### config.mk
export PLATFORM = sky130hd
export DESIGN_NAME = uart_regfront
export DESIGN_NICKNAME = d
export VERILOG_FILES = /design/src/rtl/uart_regfront_pkg.sv /design/src/rtl/uart_regfront_ctrl.sv /design/src/rtl/uart_regfront_data.sv /design/src/rtl/uart_regfront.sv
export SDC_FILE = /design/constraint.sdc
export NUM_CORES = 1
export LEC_CHECK = 0
export ABC_CLOCK_PERIOD_IN_PS = 1870
export BUFFER_PORTS_ARGS = -buffer_cell sky130_fd_sc_hd__buf_2
export CAP_MARGIN = 20
export CORE_MARGIN = 2
export CORE_UTILIZATION = 33
export CTS_CLUSTER_SIZE = 28
export DETAILED_ROUTE_END_ITERATION = 12
export HOLD_SLACK_MARGIN = 0.15
export PLACE_DENSITY_LB_ADDON = 0.05
export SYNTH_ARGS = -nofsm -noshare
export SYNTH_HDL_FRONTEND = slang
export SYNTH_SLANG_ARGS = --single-unit
### constraint.sdc
create_clock -name clk -period 1.87 [get_ports clk]
set_input_delay 0.187 -clock clk [delete_from_list [all_inputs] [get_ports clk]]
set_output_delay 0.187 -clock clk [all_outputs]
set_load 0.05 [all_outputs]
### src/rtl/uart_regfront_pkg.sv
package uart_regfront_pkg;

  localparam int NumIrq = 4;

  typedef enum logic [3:0] {
    IdxIntrState  = 4'd0,
    IdxIntrEnable = 4'd1,
    IdxIntrTest   = 4'd2,
    IdxAlertTest  = 4'd3,
    IdxCtrl       = 4'd4,
    IdxStatus     = 4'd5,
    IdxRxData     = 4'd6,
    IdxTxData     = 4'd7,
    IdxFifoCtrl   = 4'd8,
    IdxFifoStatus = 4'd9,
    IdxOvrd       = 4'd10,
    IdxValue      = 4'd11,
    IdxTimeout    = 4'd12,
    IdxNone       = 4'd15
  } regIdx_e;

  // Strobes from the decoder to the register datapath, valid in the access cycle
  typedef struct packed {
    logic    wrIntrState;
    logic    wrIntrEnable;
    logic    wrIntrTest;
    logic    wrCtrl;
    logic    wrFifoCtrl;
    logic    wrOvrd;
    logic    wrTimeout;
    logic    wrTxData;
    logic    rdEn;
    logic    rdRxData;
    logic    rdBad;
    regIdx_e rdSel;
  } regStrb_t;

endpackage

### src/rtl/uart_regfront_ctrl.sv
module uart_regfront_ctrl
  import uart_regfront_pkg::*;
#(
  parameter int AddrW = 10
) (
  input  logic             clk,
  input  logic             rstN,
  input  logic             busValid,
  input  logic             busWrite,
  input  logic [AddrW-1:0] busAddr,
  output regStrb_t         strb
);

  localparam int IdxLsb  = 2;
  localparam int IdxMsb  = 5;
  localparam int LastIdx = 12;

  logic [3:0] wordIdx;
  logic       inWindow;
  logic       mapped;

  assign wordIdx = busAddr[IdxMsb:IdxLsb];

  generate
    if (AddrW > IdxMsb + 1) begin : g_upper
      assign inWindow = (busAddr[AddrW-1:IdxMsb+1] == '0);
    end else begin : g_flat
      assign inWindow = 1'b1;
    end
  endgenerate

  assign mapped = inWindow && (wordIdx <= 4'(LastIdx));

  always_comb begin
    strb       = '0;
    strb.rdSel = IdxNone;
    if (busValid && busWrite && mapped) begin
      case (regIdx_e'(wordIdx))
        IdxIntrState:  strb.wrIntrState  = 1'b1;
        IdxIntrEnable: strb.wrIntrEnable = 1'b1;
        IdxIntrTest:   strb.wrIntrTest   = 1'b1;
        IdxCtrl:       strb.wrCtrl       = 1'b1;
        IdxTxData:     strb.wrTxData     = 1'b1;
        IdxFifoCtrl:   strb.wrFifoCtrl   = 1'b1;
        IdxOvrd:       strb.wrOvrd       = 1'b1;
        IdxTimeout:    strb.wrTimeout    = 1'b1;
        default:       ;
      endcase
    end
    if (busValid && !busWrite) begin
      if (mapped) begin
        strb.rdEn     = 1'b1;
        strb.rdSel    = regIdx_e'(wordIdx);
        strb.rdRxData = (regIdx_e'(wordIdx) == IdxRxData);
      end else begin
        strb.rdBad = 1'b1;
      end
    end
  end


  one_write_target_chk: assert property (@(posedge clk) disable iff (!rstN)
    $onehot0({strb.wrIntrState, strb.wrIntrEnable, strb.wrIntrTest, strb.wrCtrl,
              strb.wrFifoCtrl, strb.wrOvrd, strb.wrTimeout, strb.wrTxData}));


  bad_read_excl_chk: assert property (@(posedge clk) disable iff (!rstN)
    strb.rdBad |-> !strb.rdEn && !strb.rdRxData);

endmodule

### src/rtl/uart_regfront_data.sv
module uart_regfront_data
  import uart_regfront_pkg::*;
#(
  parameter int LvlW = 5
) (
  input  logic              clk,
  input  logic              rstN,
  input  regStrb_t          strb,
  input  logic [31:0]       wdata,
  input  logic [LvlW-1:0]   txLevel,
  input  logic [LvlW-1:0]   rxLevel,
  input  logic [5:0]        flagsIn,
  input  logic [7:0]        rxData,
  input  logic [NumIrq-1:0] evSet,
  output logic [NumIrq-1:0] irq,
  output logic [31:0]       rdData,
  output logic              rdErr,
  output logic              txPush,
  output logic [7:0]        txPushData,
  output logic              rxPop,
  output logic              txFifoRst,
  output logic              rxFifoRst,
  output logic [31:0]       ctrlWord,
  output logic [6:0]        fifoCtrlWord
);

  localparam int FifoCtrlW = 7;
  localparam int RxLvlLsb  = 16;
  localparam int RxEnBit   = 1;
  localparam int RxRstBit  = 0;
  localparam int TxRstBit  = 1;

  logic [NumIrq-1:0]    intrState;
  logic [NumIrq-1:0]    intrEnable;
  logic [NumIrq-1:0]    intrNext;
  logic [NumIrq-1:0]    clrMask;
  logic [NumIrq-1:0]    setMask;
  logic [31:0]          ctrlReg;
  logic [FifoCtrlW-1:0] fifoCtrl;
  logic [31:0]          ovrdReg;
  logic [31:0]          timeoutReg;
  logic [31:0]          statusWord;
  logic [31:0]          levelWord;
  logic [31:0]          rdMux;

  // Set sources win over a clear of the same bit
  always_comb begin
    clrMask  = strb.wrIntrState ? wdata[NumIrq-1:0] : '0;
    setMask  = evSet | (strb.wrIntrTest ? wdata[NumIrq-1:0] : '0);
    intrNext = (intrState & ~clrMask) | setMask;
  end

  assign statusWord = {26'b0, flagsIn};
  assign levelWord  = (32'(rxLevel) << RxLvlLsb) | 32'(txLevel);

  always_comb begin
    case (strb.rdSel)
      IdxIntrState:  rdMux = 32'(intrState);
      IdxIntrEnable: rdMux = 32'(intrEnable);
      IdxCtrl:       rdMux = ctrlReg;
      IdxStatus:     rdMux = statusWord;
      IdxRxData:     rdMux = 32'(rxData);
      IdxFifoCtrl:   rdMux = 32'(fifoCtrl);
      IdxFifoStatus: rdMux = levelWord;
      IdxOvrd:       rdMux = ovrdReg;
      IdxTimeout:    rdMux = timeoutReg;
      default:       rdMux = '0;
    endcase
  end

  always_ff @(posedge clk) begin
    if (!rstN) begin
      intrState  <= '0;
      intrEnable <= '0;
      ctrlReg    <= '0;
      fifoCtrl   <= '0;
      ovrdReg    <= '0;
      timeoutReg <= '0;
      rdData     <= '0;
      rdErr      <= 1'b0;
      txPush     <= 1'b0;
      txPushData <= '0;
      rxPop      <= 1'b0;
      txFifoRst  <= 1'b0;
      rxFifoRst  <= 1'b0;
    end else begin
      intrState <= intrNext;
      if (strb.wrIntrEnable) intrEnable <= wdata[NumIrq-1:0];
      if (strb.wrCtrl)       ctrlReg    <= wdata;
      if (strb.wrFifoCtrl)   fifoCtrl   <= wdata[FifoCtrlW-1:0];
      if (strb.wrOvrd)       ovrdReg    <= wdata;
      if (strb.wrTimeout)    timeoutReg <= wdata;
      txPush <= strb.wrTxData;
      if (strb.wrTxData) txPushData <= wdata[7:0];
      rxPop     <= strb.rdRxData && ctrlReg[RxEnBit] && (rxLevel != '0);
      rxFifoRst <= strb.wrFifoCtrl && wdata[RxRstBit];
      txFifoRst <= strb.wrFifoCtrl && wdata[TxRstBit];
      rdErr     <= strb.rdBad;
      if (strb.rdEn || strb.rdBad) rdData <= strb.rdBad ? '0 : rdMux;
    end
  end

  assign irq          = intrState & intrEnable;
  assign ctrlWord     = ctrlReg;
  assign fifoCtrlWord = fifoCtrl;


  clear_all_chk: assert property (@(posedge clk) disable iff (!rstN)
    (strb.wrIntrState && (wdata[NumIrq-1:0] == '1) && (evSet == '0)) |=> (irq == '0));


  test_set_chk: assert property (@(posedge clk) disable iff (!rstN)
    strb.wrIntrTest |=> ((intrState & $past(wdata[NumIrq-1:0])) == $past(wdata[NumIrq-1:0])));


  event_wins_chk: assert property (@(posedge clk) disable iff (!rstN)
    (evSet != '0) |=> ((intrState & $past(evSet)) == $past(evSet)));


  push_byte_chk: assert property (@(posedge clk) disable iff (!rstN)
    strb.wrTxData |=> (txPush && (txPushData == $past(wdata[7:0]))));


  pop_source_chk: assert property (@(posedge clk) disable iff (!rstN)
    rxPop |-> $past(strb.rdRxData));


  bad_read_zero_chk: assert property (@(posedge clk) disable iff (!rstN)
    rdErr |-> (rdData == '0));

endmodule

### src/rtl/uart_regfront.sv
module uart_regfront
  import uart_regfront_pkg::*;
#(
  parameter int AddrW = 10,
  parameter int LvlW  = 5
) (
  input  logic             clk,
  input  logic             rstN,
  input  logic             busValid,
  input  logic             busWrite,
  input  logic [AddrW-1:0] busAddr,
  input  logic [31:0]      busWdata,
  output logic [31:0]      rdData,
  output logic             rdErr,
  input  logic [LvlW-1:0]  txLevel,
  input  logic [LvlW-1:0]  rxLevel,
  input  logic             txFull,
  input  logic             rxFull,
  input  logic             txEmpty,
  input  logic             txIdle,
  input  logic             rxIdle,
  input  logic             rxEmpty,
  input  logic [7:0]       rxData,
  input  logic             evTxWatermark,
  input  logic             evRxWatermark,
  input  logic             evTxEmpty,
  input  logic             evRxOverflow,
  output logic             irqTxWatermark,
  output logic             irqRxWatermark,
  output logic             irqTxEmpty,
  output logic             irqRxOverflow,
  output logic             txPush,
  output logic [7:0]       txPushData,
  output logic             rxPop,
  output logic             txFifoRst,
  output logic             rxFifoRst,
  output logic [31:0]      ctrlWord,
  output logic [6:0]       fifoCtrlWord
);

  regStrb_t          strb;
  logic [NumIrq-1:0] evSet;
  logic [NumIrq-1:0] irq;
  logic [5:0]        flagsIn;

  assign evSet   = {evRxOverflow, evTxEmpty, evRxWatermark, evTxWatermark};
  assign flagsIn = {rxEmpty, rxIdle, txIdle, txEmpty, rxFull, txFull};

  uart_regfront_ctrl #(.AddrW(AddrW)) ctrl_i (
    .clk      (clk),
    .rstN     (rstN),
    .busValid (busValid),
    .busWrite (busWrite),
    .busAddr  (busAddr),
    .strb     (strb)
  );

  uart_regfront_data #(.LvlW(LvlW)) data_i (
    .clk          (clk),
    .rstN         (rstN),
    .strb         (strb),
    .wdata        (busWdata),
    .txLevel      (txLevel),
    .rxLevel      (rxLevel),
    .flagsIn      (flagsIn),
    .rxData       (rxData),
    .evSet        (evSet),
    .irq          (irq),
    .rdData       (rdData),
    .rdErr        (rdErr),
    .txPush       (txPush),
    .txPushData   (txPushData),
    .rxPop        (rxPop),
    .txFifoRst    (txFifoRst),
    .rxFifoRst    (rxFifoRst),
    .ctrlWord     (ctrlWord),
    .fifoCtrlWord (fifoCtrlWord)
  );

  assign irqTxWatermark = irq[0];
  assign irqRxWatermark = irq[1];
  assign irqTxEmpty     = irq[2];
  assign irqRxOverflow  = irq[3];

endmodule

==> run summary <==
vias per cell: 5.06
Logic pwr share: 0.069
row count: 51
crit path cell chain: buf_2 -> or4_4 -> buf_4 -> nor4_2 -> buf_4 -> mux2i_1 -> nor2_1
CP Launch Type: input pin
Total Wirelength: 22600 um
Tmin final: 1.55 ns
dominant synthesized flop cell: dfxtp_1
endpoint type of the worst setup path: flip-flop
first-pass iteration count of the detailed router: 5
Synth area leader: dfxtp_1
die area: 21300 um2
FMAX: 645 MHz
sequential share of the synthesized area: 0.470
EDFF count, synth: 0
Clk pwr share: 0.484
Worst EP required: 2.18 ns
hpwl dp: 15500 um
Clk Latency, worst-skew pair: 0.42 ns
Met1 Routed Length: 10300 um
share of the synthesized area in the top cell type: 0.470
Layout Cells excl Fill: 1298
gr usage total: 0.211
Post-layout nets: 1094
leakage: 3.60 nW
vias in the first global route: 6351
pre-CTS WS: -0.134 ns
leading post-synthesis cells by cell area: dfxtp_1, nand2_1, a21oi_1
most frequent cell after synthesis: nand2_1
Clock transition at path regs: 0.06 ns
Ant. Diodes: 0
commonest cells in the netlist: nand2_1, dfxtp_1, a21oi_1, clkbuf_1, mux2i_1
Yosys Warn Count: 0
setup_tns: 0 ns
Cells after Synth: 805
slew margin rel.: 0.642
Post-Place Cell Area: 8150 um2
Max rail drop VDD: 0.675 mV
Vias: 6574
Pint: 5.78 mW
Post-Syn Area: 6650 um2
Final Hold Viols: 0
placer congestion estimate: 0.800
final worst slack: 0.320 ns
Max Cap Violations: 0
final setup fails: 0
DR iter-0 viols: 371
largest net degree at the start of global routing: 75
Placed Cells: 1224
clock tree buffer depth: 2
status: complete, no violations
CP arrival: 1.86 ns
initial core utilization: 0.339
Post-Layout Inst Area: 9190 um2
first-pass GRT wire length: 35600 um
Yosys reg bits: 156
switch share: 0.227
Overflow after GRT: 0
Fill cells: 1947
core footprint: 19600 um2
worst min path class: input pin to flip-flop
WL/cell: 17.4 um
RSZ-0062 raised after global routing: no
Top Layer Used: met4
WL met2: 10800 um
Detail Route met3 WL: 1240 um
Max Slew Vio Count: 0
Final period util: 0.829
worst-path fanout max: 9
Mapped Nets: 879
Hold Slack: 0.181 ns
CTS H-tree lvls: 4
Die Wd: 146 um
Sw Pwr: 1.70 mW
DRC Markers: 0
power share of the sequential group: 0.446
Fin Clk Skew: 0.00816 ns
CTS sink cnt: 156
CP most frequent cell: buf_4
PD cells: 814 nW/um2
port bufs: 159
Distinct cells, synth: 52
Pwr Total: 7.48 mW
I/O pin cnt: 162
Die Y: 146 um
critical path class: input pin to flip-flop
initial antenna violation count: 0
Synth Area per Inst: 8.26 um2
final core occ: 0.469
CP max stage delay: 0.58 ns
share of cells above drive strength 1: 0.279
post-cts resize count: 0
slowest CP cell: or4_4
clock root buffer master: clkbuf_16
number of CTS-inserted buffers: 17
synthesis-to-finish area growth: 38.2%
Async S/R FF share, synth: 0
Antenna Nets Post-Route: 0
actual slew at the worst max-slew pin: 0.535 ns
CTS tree: done
## kinds of logic after synthesis
group           count (synthesis)  synth area share
mux                            28            0.0422
flops                         156             0.470
compound gates                222             0.216
simple gates                  329             0.226
buf+inv                        70            0.0469
## critical path, delay by kind of cell
family                 cells  cell delay (ns)
muxes                      1             0.22
and+or+nand+nor            3             0.91
buffers and inverters      3             0.53
## power by group through the flow
stage	Combinational, mW	Sequential, mW	Clock, mW
after global routing	0.555	3.34	3.82
after floorplan	0.189	3.42	0
after CTS	0.517	3.34	3.67
final	0.519	3.34	3.62
after detailed placement	0.448	3.41	0
after global placement	0.443	3.41	0
## placed cells by master, fill, tap and decap left out, types with 16 or more instances in the layout
cell | Yosys | layout
dfxtp_1 | 156 | 156
mux2i_1 | 28 | 28
buf_2 | 18 | 159
buf_4 | 3 | 51
a22o_1 | 23 | 23
nor2_1 | 17 | 16
dlygate4sd3_1 | 0 | 42
nand2_1 | 240 | 240
a21oi_1 | 127 | 127
a22oi_1 | 17 | 17
clkbuf_16 | 0 | 17
## state kept, by name, indices dropped and copies added (netlist names), 4 cells and up
signal,cells
data_i.intrEnable,4
data_i.timeoutReg,32
data_i.txPushData,8
data_i.intrState,4
data_i.rdData,32
data_i.ctrlWord,32
data_i.fifoCtrlWord,7
data_i.ovrdReg,32
## layer usage
metal | global-route usage | up-vias
met5 | 0 | -
met4 | 0.0691 | 0
met3 | 0.0379 | 22
met2 | 0.342 | 204
met1 | 0.285 | 3115
li1 | - | 3233
## path summary, 6_finish.rpt
| path | start | to | slack (ns) | depth (start not counted) |
|---|---|---|---|---|
| setup / recovery | busAddr[7] | data_i.txPushData[2]$_SDFFE_PN0P_ | 0.32 | 7 |
| hold / removal | rstN | data_i.rdData[1]$_SDFFE_PN0P_ | 0.18 | 3 |
| setup reg to reg | data_i.fifoCtrlWord[4]$_SDFFE_PN0P_ | data_i.rdData[4]$_SDFFE_PN0P_ | 0.61 | 4 |
| hold reg to reg | data_i.rdData[14]$_SDFFE_PN0P_ | data_i.rdData[14]$_SDFFE_PN0P_ | 0.45 | 2 |
## timing repair
item                                   in CTS  in global routing
hold buffers                               42                  0
endpoints found under the hold margin     119                  0
setup buffers                               0                  0
## area by class of cell
class                   instances  area [um2]  area share
clock buffers                  24         482      0.0524
clock inverters                 8         131      0.0143
inverters                       2        10.0     0.00109
multi-input cells             579        3270       0.356
flip-flops and latches        156        3120       0.340
well taps                     265         332      0.0361
repair buffers                264        1840       0.200
(Power assumes the default switching activity.)
